File: src/rtl/wtm_pkg.sv
package wtm_pkg;

  // Plans the reduction for an n-bit multiplier.
  // what: 0 = height of column col entering stage stg
  //       1 = half adder used in column col at stage stg
  //       2 = number of stages, 3 = tallest column at any stage
  function automatic int wt_info(input int n, input int stg, input int col, input int what);
    int h [64];
    int nh [64];
    int w, rows, lim, s, mx, hmax, fa, rm, ha;
    if ((what < 2) && ((col < 0) || (col >= 2 * n))) return 0;
    w = 2 * n;
    for (int c = 0; c < 64; c++) begin
      h[c] = (c < n) ? c + 1 : ((c < w - 1) ? w - 1 - c : 0);
    end
    rows = n;
    hmax = n;
    s    = 0;
    for (int it = 0; it < 64; it++) begin
      mx = 0;
      for (int c = 0; c < w; c++) if (h[c] > mx) mx = h[c];
      if (mx <= 2) break;
      if ((what == 0) && (s == stg)) return h[col];
      rows = 2 * (rows / 3) + rows % 3;
      lim  = (rows < 2) ? 2 : rows;
      for (int c = 0; c < 64; c++) nh[c] = 0;
      for (int c = 0; c < w; c++) begin
        fa = h[c] / 3;
        rm = h[c] % 3;
        nh[c] += fa + rm;
        if (c + 1 < w) nh[c+1] += fa;
        ha = 0;
        if ((rm == 2) && (nh[c] > lim)) begin
          ha = 1;
          nh[c] -= 1;
          if (c + 1 < w) nh[c+1] += 1;
        end
        if ((what == 1) && (s == stg) && (c == col)) return ha;
      end
      for (int c = 0; c < 64; c++) begin
        h[c] = nh[c];
        if (h[c] > hmax) hmax = h[c];
      end
      s++;
    end
    case (what)
      0:       return h[col];
      2:       return s;
      3:       return hmax;
      default: return 0;
    endcase
  endfunction

  function automatic int wt_stages(input int n);
    return wt_info(n, 0, 0, 2);
  endfunction

  function automatic int wt_hmax(input int n);
    return wt_info(n, 0, 0, 3);
  endfunction

  // Bits lo..hi-1 of a 4-bit lookahead group.
  function automatic logic [3:0] grp_mask(input int lo, input int hi);
    logic [3:0] m;
    for (int k = 0; k < 4; k++) m[k] = (k >= lo) && (k < hi);
    return m;
  endfunction

endpackage

File: src/rtl/wtm_ppgen.sv
module wtm_ppgen #(
  parameter int N    = 8,
  parameter int W    = 2 * N,
  parameter int HMAX = N
) (
  input  logic [N-1:0]              op_a,
  input  logic [N-1:0]              op_b,
  output logic [W-1:0][HMAX-1:0]    cols
);

  for (genvar c = 0; c < W; c++) begin : g_col
    localparam int H0 = (c < N) ? c + 1 : ((c < W - 1) ? W - 1 - c : 0);
    localparam int I0 = (c < N) ? 0 : c - N + 1;
    for (genvar k = 0; k < HMAX; k++) begin : g_pos
      if (k < H0) begin : g_and
        assign cols[c][k] = op_a[I0 + k] & op_b[c - I0 - k];
      end else begin : g_nil
        assign cols[c][k] = 1'b0;
      end
    end
  end

endmodule

File: src/rtl/wtm_fa.sv
module wtm_fa (
  input  logic x,
  input  logic y,
  input  logic z,
  output logic s,
  output logic co
);
  logic xy;
  assign xy = x ^ y;
  assign s  = xy ^ z;
  assign co = (x & y) | (z & xy);
endmodule

File: src/rtl/wtm_stage.sv
module wtm_stage
  import wtm_pkg::*;
#(
  parameter int N    = 8,
  parameter int S    = 0,
  parameter int W    = 2 * N,
  parameter int HMAX = N
) (
  input  logic [W-1:0][HMAX-1:0] col_i,
  output logic [W-1:0][HMAX-1:0] col_o
);

  logic [W-1:0][HMAX-1:0] cy;

  for (genvar c = 0; c < W; c++) begin : g_col
    localparam int H   = wt_info(N, S, c, 0);
    localparam int FA  = H / 3;
    localparam int REM = H % 3;
    localparam int HA  = wt_info(N, S, c, 1);
    localparam int CIN = wt_info(N, S, c - 1, 0) / 3 + wt_info(N, S, c - 1, 1);
    localparam int PB  = FA + ((HA != 0) ? 1 : REM);
    localparam int NO  = PB + CIN;
    localparam int NC  = FA + HA;

    for (genvar g = 0; g < FA; g++) begin : g_fa
      wtm_fa u_fa (
        .x  (col_i[c][3*g]),
        .y  (col_i[c][3*g+1]),
        .z  (col_i[c][3*g+2]),
        .s  (col_o[c][g]),
        .co (cy[c][g])
      );
    end

    if (HA != 0) begin : g_ha
      assign col_o[c][FA] = col_i[c][3*FA] ^ col_i[c][3*FA+1];
      assign cy[c][FA]    = col_i[c][3*FA] & col_i[c][3*FA+1];
    end else begin : g_pass
      for (genvar r = 0; r < REM; r++) begin : g_bit
        assign col_o[c][FA+r] = col_i[c][3*FA+r];
      end
    end

    for (genvar j = 0; j < CIN; j++) begin : g_cin
      assign col_o[c][PB+j] = cy[c-1][j];
    end

    if (NO < HMAX) begin : g_opad
      assign col_o[c][HMAX-1:NO] = '0;
    end
    if (NC < HMAX) begin : g_cpad
      assign cy[c][HMAX-1:NC] = '0;
    end
  end

endmodule

File: src/rtl/wtm_reduce.sv
module wtm_reduce
  import wtm_pkg::*;
#(
  parameter int N    = 8,
  parameter int W    = 2 * N,
  parameter int HMAX = N
) (
  input  logic [W-1:0][HMAX-1:0] cols,
  output logic [W-1:0]           row0,
  output logic [W-1:0]           row1
);

  localparam int NS = wt_stages(N);

  logic [W-1:0][HMAX-1:0] mat [NS+1];

  assign mat[0] = cols;

  for (genvar s = 0; s < NS; s++) begin : g_stage
    wtm_stage #(.N(N), .S(s), .W(W), .HMAX(HMAX)) u_stage (
      .col_i (mat[s]),
      .col_o (mat[s+1])
    );
  end

  for (genvar c = 0; c < W; c++) begin : g_row
    assign row0[c] = mat[NS][c][0];
    assign row1[c] = mat[NS][c][1];
  end

endmodule

File: src/rtl/wtm_cla.sv
module wtm_cla
  import wtm_pkg::*;
#(
  parameter int W = 16
) (
  input  logic [W-1:0] x,
  input  logic [W-1:0] y,
  output logic [W-1:0] sum
);

  localparam int NB = (W + 3) / 4;
  localparam int WP = NB * 4;

  logic [WP-1:0] xp, yp, g, p, c;
  logic [NB:0]   bc;

  assign xp    = WP'(x);
  assign yp    = WP'(y);
  assign g     = xp & yp;
  assign p     = xp ^ yp;
  assign bc[0] = 1'b0;

  for (genvar b = 0; b < NB; b++) begin : g_blk
    logic [3:0] gb, pb;
    assign gb = g[4*b +: 4];
    assign pb = p[4*b +: 4];
    for (genvar i = 0; i <= 4; i++) begin : g_pos
      logic [4:0] t;
      assign t[0] = bc[b] & (&(pb | ~grp_mask(0, i)));
      for (genvar j = 0; j < 4; j++) begin : g_term
        if (j < i) begin : g_on
          assign t[j+1] = gb[j] & (&(pb | ~grp_mask(j + 1, i)));
        end else begin : g_off
          assign t[j+1] = 1'b0;
        end
      end
      if (i < 4) begin : g_bit
        assign c[4*b+i] = |t;
      end else begin : g_out
        assign bc[b+1] = |t;
      end
    end
  end

  logic [WP-1:0] sp;
  assign sp  = p ^ c;
  assign sum = sp[W-1:0];

endmodule

File: src/rtl/wtm_mult.sv
module wtm_mult
  import wtm_pkg::*;
#(
  parameter int N       = 8,
  parameter bit OUT_REG = 1'b1
) (
  input  logic           clk,
  input  logic           rst,
  input  logic [N-1:0]   op_a,
  input  logic [N-1:0]   op_b,
  output logic [2*N-1:0] prod
);

  localparam int W    = 2 * N;
  localparam int HMAX = wt_hmax(N);

  logic [W-1:0][HMAX-1:0] cols;
  logic [W-1:0]           row0, row1, sum_c;

  wtm_ppgen #(.N(N), .W(W), .HMAX(HMAX)) u_pp (
    .op_a (op_a),
    .op_b (op_b),
    .cols (cols)
  );

  wtm_reduce #(.N(N), .W(W), .HMAX(HMAX)) u_red (
    .cols (cols),
    .row0 (row0),
    .row1 (row1)
  );

  wtm_cla #(.W(W)) u_cla (
    .x   (row0),
    .y   (row1),
    .sum (sum_c)
  );

  if (OUT_REG) begin : g_reg
    logic [W-1:0] prod_q;
    always_ff @(posedge clk) begin
      if (rst) prod_q <= '0;
      else     prod_q <= sum_c;
    end
    assign prod = prod_q;
  end else begin : g_comb
    assign prod = sum_c;
  end

endmodule

File: config.mk
export PLATFORM = sky130hd
export DESIGN_NAME = wtm_mult
export DESIGN_NICKNAME = d
export VERILOG_FILES = /design/src/rtl/wtm_pkg.sv /design/src/rtl/wtm_ppgen.sv /design/src/rtl/wtm_fa.sv /design/src/rtl/wtm_stage.sv /design/src/rtl/wtm_reduce.sv /design/src/rtl/wtm_cla.sv /design/src/rtl/wtm_mult.sv
export SDC_FILE = /design/constraint.sdc
export NUM_CORES = 1
export LEC_CHECK = 0
export CAP_MARGIN = 20
export CORE_MARGIN = 8
export CORE_UTILIZATION = 26
export DETAILED_ROUTE_END_ITERATION = 6
export PLACE_DENSITY_LB_ADDON = 0.05
export SETUP_SLACK_MARGIN = 0.15
export SYNTH_ARGS = -nofsm -noshare
export SYNTH_HDL_FRONTEND = slang
export SYNTH_HIERARCHICAL = 1
export SYNTH_SLANG_ARGS = --single-unit
File: constraint.sdc
create_clock -name clk -period 7.7 [get_ports clk]
set_input_delay 2.31 -clock clk [delete_from_list [all_inputs] [get_ports clk]]
set_output_delay 2.31 -clock clk [all_outputs]
set_load 0.005 [all_outputs]
After elaboration in Yosys (flattened, before gate mapping)
Cells that the tools add are included.

cells by class
  shift operators = 0
  bitwise logic cells = 300
  equality and inequality tests = 0
  multipliers = 0
  div/mod/pow operators = 0
  add/subtract/negate cells = 0
  mux-type cells = 0
  magnitude comparators = 0
  reduce and logical (&&, ||, !) cells = 32

operators by type and width
  operator           count
  $and A1 B1 Y1      177
  $xor A1 B1 Y1      81
  $or A1 B1 Y1       39
  $reduce_and A2 Y1  10
  $reduce_and A3 Y1  6
  $reduce_or A4 Y1   4
  $xor A16 B16 Y16   1
  $and A15 B15 Y15   1
  $xor A15 B15 Y15   1
  $reduce_or A3 Y1   4
  $reduce_or A5 Y1   2
  $reduce_and A4 Y1  2
  $reduce_or A2 Y1   4

storage, ports and cells
  bits in read-only memories = 0
  output and inout port bits = 16
  latch bits = 0
  memories = 0
  memory bits (writable) = 0
  word-level logic and storage cells = 333
  bits of input ports = 18
  register bits after elaboration = 16

Longest topological paths before layout
  depth after elaboration = 22
  gate-level depth with buffers = 14
  mapped depth without buffers = 14

Cells and area by module
Netlist, hierarchy kept.

by module, submodules not included
  module                                 sequential area each (um2)  area each (um2)  instances  cells each
  wtm_ppgen                              0.0                         884.6            1          129
  wtm_stage at u_red.g_stage[3].u_stage  0.0                         884.6            1          117
  wtm_stage at u_red.g_stage[2].u_stage  0.0                         859.6            1          115
  wtm_stage at u_red.g_stage[1].u_stage  0.0                         797.0            1          106
  wtm_fa                                 0.0                         20.0             39         1
  wtm_stage at u_red.g_stage[0].u_stage  0.0                         724.4            1          97
  wtm_cla                                0.0                         656.9            1          82
  wtm_mult                               320.3                       464.2            1          33

Worst setup path before layout
No wires, ideal clock.

  kind = input to register
  from = in op_a[6]
  to = reg g_reg.prod_q[13], in the netlist prod[13]
  data required time = 7.584 ns
  buffers on the path = 0
  arrival = 6.118 ns
  setup time = 0.116 ns
  cell stages on the path = 13
  setup slack = 1.466 ns
  cell sequence = and2_1 > fa_1 > fa_1 > fa_1 > fa_1 > ha_1 > and3_1 > nand4_1 > or3_4 > and2_4 > fa_1 > xnor2_1 > and2b_2

RTL lines
  element               RTL line        text
  start, declared       wtm_mult.sv:9   input logic [N-1:0] op_a,
  end signal, assigned  wtm_mult.sv:42  else prod_q <= sum_c;
  end, declared         wtm_mult.sv:39  logic [W-1:0] prod_q;

==> metrics.cfg <==
[finish]
syn_to_final_growth_pct = 3.02
layout-drive-gt1-share_pct = 7.98
fin_nets = 344
largest_reg_flops = 16
finalNonFillerCells = 403
mostFrequentLayoutCell = and2_1
layout_common_cells = and2_1 (64), fa_1 (43), clkdlybuf4s50_1 (33)
antenna_cells = 0
fillers = 1165

[route]
via_per_inst = 3.85
route.detailed.drc = 0
top_layer = met4
wl_met1_um = 3060
route.met2.wl_um = 2260
firstDrtPassIters = 4
route.met3.wl_um = 238
vias = 1550
drtIter0Drc = 43
wirelength_um = 5600
wl_per_cell_um = 13.9
drtAntennaViolNets = 0

[synth]
netlist_instances = 285
yosys_warnings = 6
synth.avg_cell_area_um2 = 9.88
syn_area_um2 = 2820

[die]
die_h_um = 120
die_area_um2 = 14400
row_count = 38
core_area_um2 = 10700
top_level_ports = 34
die_width_um = 120
start_util_pct = 26.3

[worst_hold_path]
min_path_type = input port to flop
holdPathStages = 2

[cts]
cts_resized = 0
cts_hold_buffers = 0
cts_buffer_depth = 2
root_buffer = clkbuf_8
post_cts_buffers = 0
cts_buffers = 3
cts_tree = done
clk_pin_slew_ns = 0.05
cts_max_level = 1
numClockSinks = 16

[power]
p_seq_share_pct = 17.1
swShare_pct = 38.6
p_int_uw = 420
comb_power_share_pct = 74.4
switching_power_uw = 264
power_leakage_uw = 0.00123
powerDensity_nw_per_um2 = 236
p_clk_share_pct = 8.5
ir_worst_vdd_mv = 0.132

[critical_path]
slowest_stage = clkdlybuf4s50_1
endpoint = prod[13]
crit_top_cell = fa_1
slowest_delay_ns = 0.59
timing.critical_path.arrival_ns = 6.99
critPathKind = input port to flop
cpLargestDelayFamily = adder cells
path_max_fanout = 8
cp-end-kind = flop
start_kind = input port
cp-startpoint = op_a[6]
cp.depth = 14
crit_required_ns = 7.84
critPathBufInv = 1
crit_chain = clkdlybuf4s50_1, and2_1, fa_1, fa_1, fa_1, fa_1, ha_1, and3_1, nand4_1, or3_4, and2_4, fa_1, xnor2_1, and2b_2

[run_status]
status = complete, no violations

[grt]
grt_max_degree = 17
grt_remaining_overflow = 0
grt_pass1_wl_um = 9460
grt.total_usage_pct = 8.17
antenna_found_initial = 0
grt_pass1_vias = 1743

[flow_run]
maxCapViolCount = 0

[timing]
tns_ns = 0
report.final.slew_viol_count = 0
hold_viol_final = 0
worstMarginPinSlew_ns = 0.629
fmax_mhz = 146
finalCriticalPeriod_ns = 6.85
slew_headroom_pct = 57.9
setup_slack_ns = 0.847
setup_violations = 0
post-route-period-util_pct = 89.0
rsz0062_at_grt = no

[place]
port_buffers = 33
place_ws_ns = 0.556
dpl.hpwl_um = 4900
routabilityCongestion = 0.699
dp_cells = 400

## how the worst min path moves through the flow
stage,slack [ns],start,endpoint
after floorplan,2.52,rst,prod[1]
after global placement,3.02,prod[10],prod[10]
after detailed placement,3.02,prod[8],prod[8]
after CTS,3.06,rst,prod[10]
after global routing,3.14,rst,prod[10]
final,3.04,rst,prod[10]
## metrics by stage
step | utilization [%] | total power (µW) | instance area (µm²) | hold slack [ns]
global placement | 26.7 | 643 | 2860 | 3.02
CTS | 27.1 | 701 | 2900 | 3.06
detailed placement | 26.7 | 636 | 2860 | 3.02
floorplan | - | 521 | 2840 | 2.52
global route | 27.1 | 774 | 2900 | 3.14
finish | 27.1 | 684 | 2900 | 3.04
## power by group through the flow
stage / sequential [µW] / combinational (µW) / clock (µW)
after CTS: 118 / 522 / 61.5
after floorplan: 123 / 398 / 0
final: 117 / 509 / 58.3
after global placement: 119 / 523 / 0
after global routing: 120 / 589 / 66.1
after detailed placement: 119 / 517 / 0
## area by class of cell
class	instances	area, µm²	area share (%)
clock buffer	3	41.3	1.42
timing repair buffer	33	330	11.4
multi-input combinational	196	1980	68.2
sequential	16	320	11.0
tap	140	175	6.04
inverter	15	56.3	1.94
## metal layers
layer | vias to the layer above | GRT usage, %
met3 | 4 | 1.13
met2 | 34 | 11.8
met1 | 724 | 12.2
met5 | - | 0
li1 | 788 | -
met4 | 0 | 2.34
No activity file was read; power rests on OpenSTA's default activity.
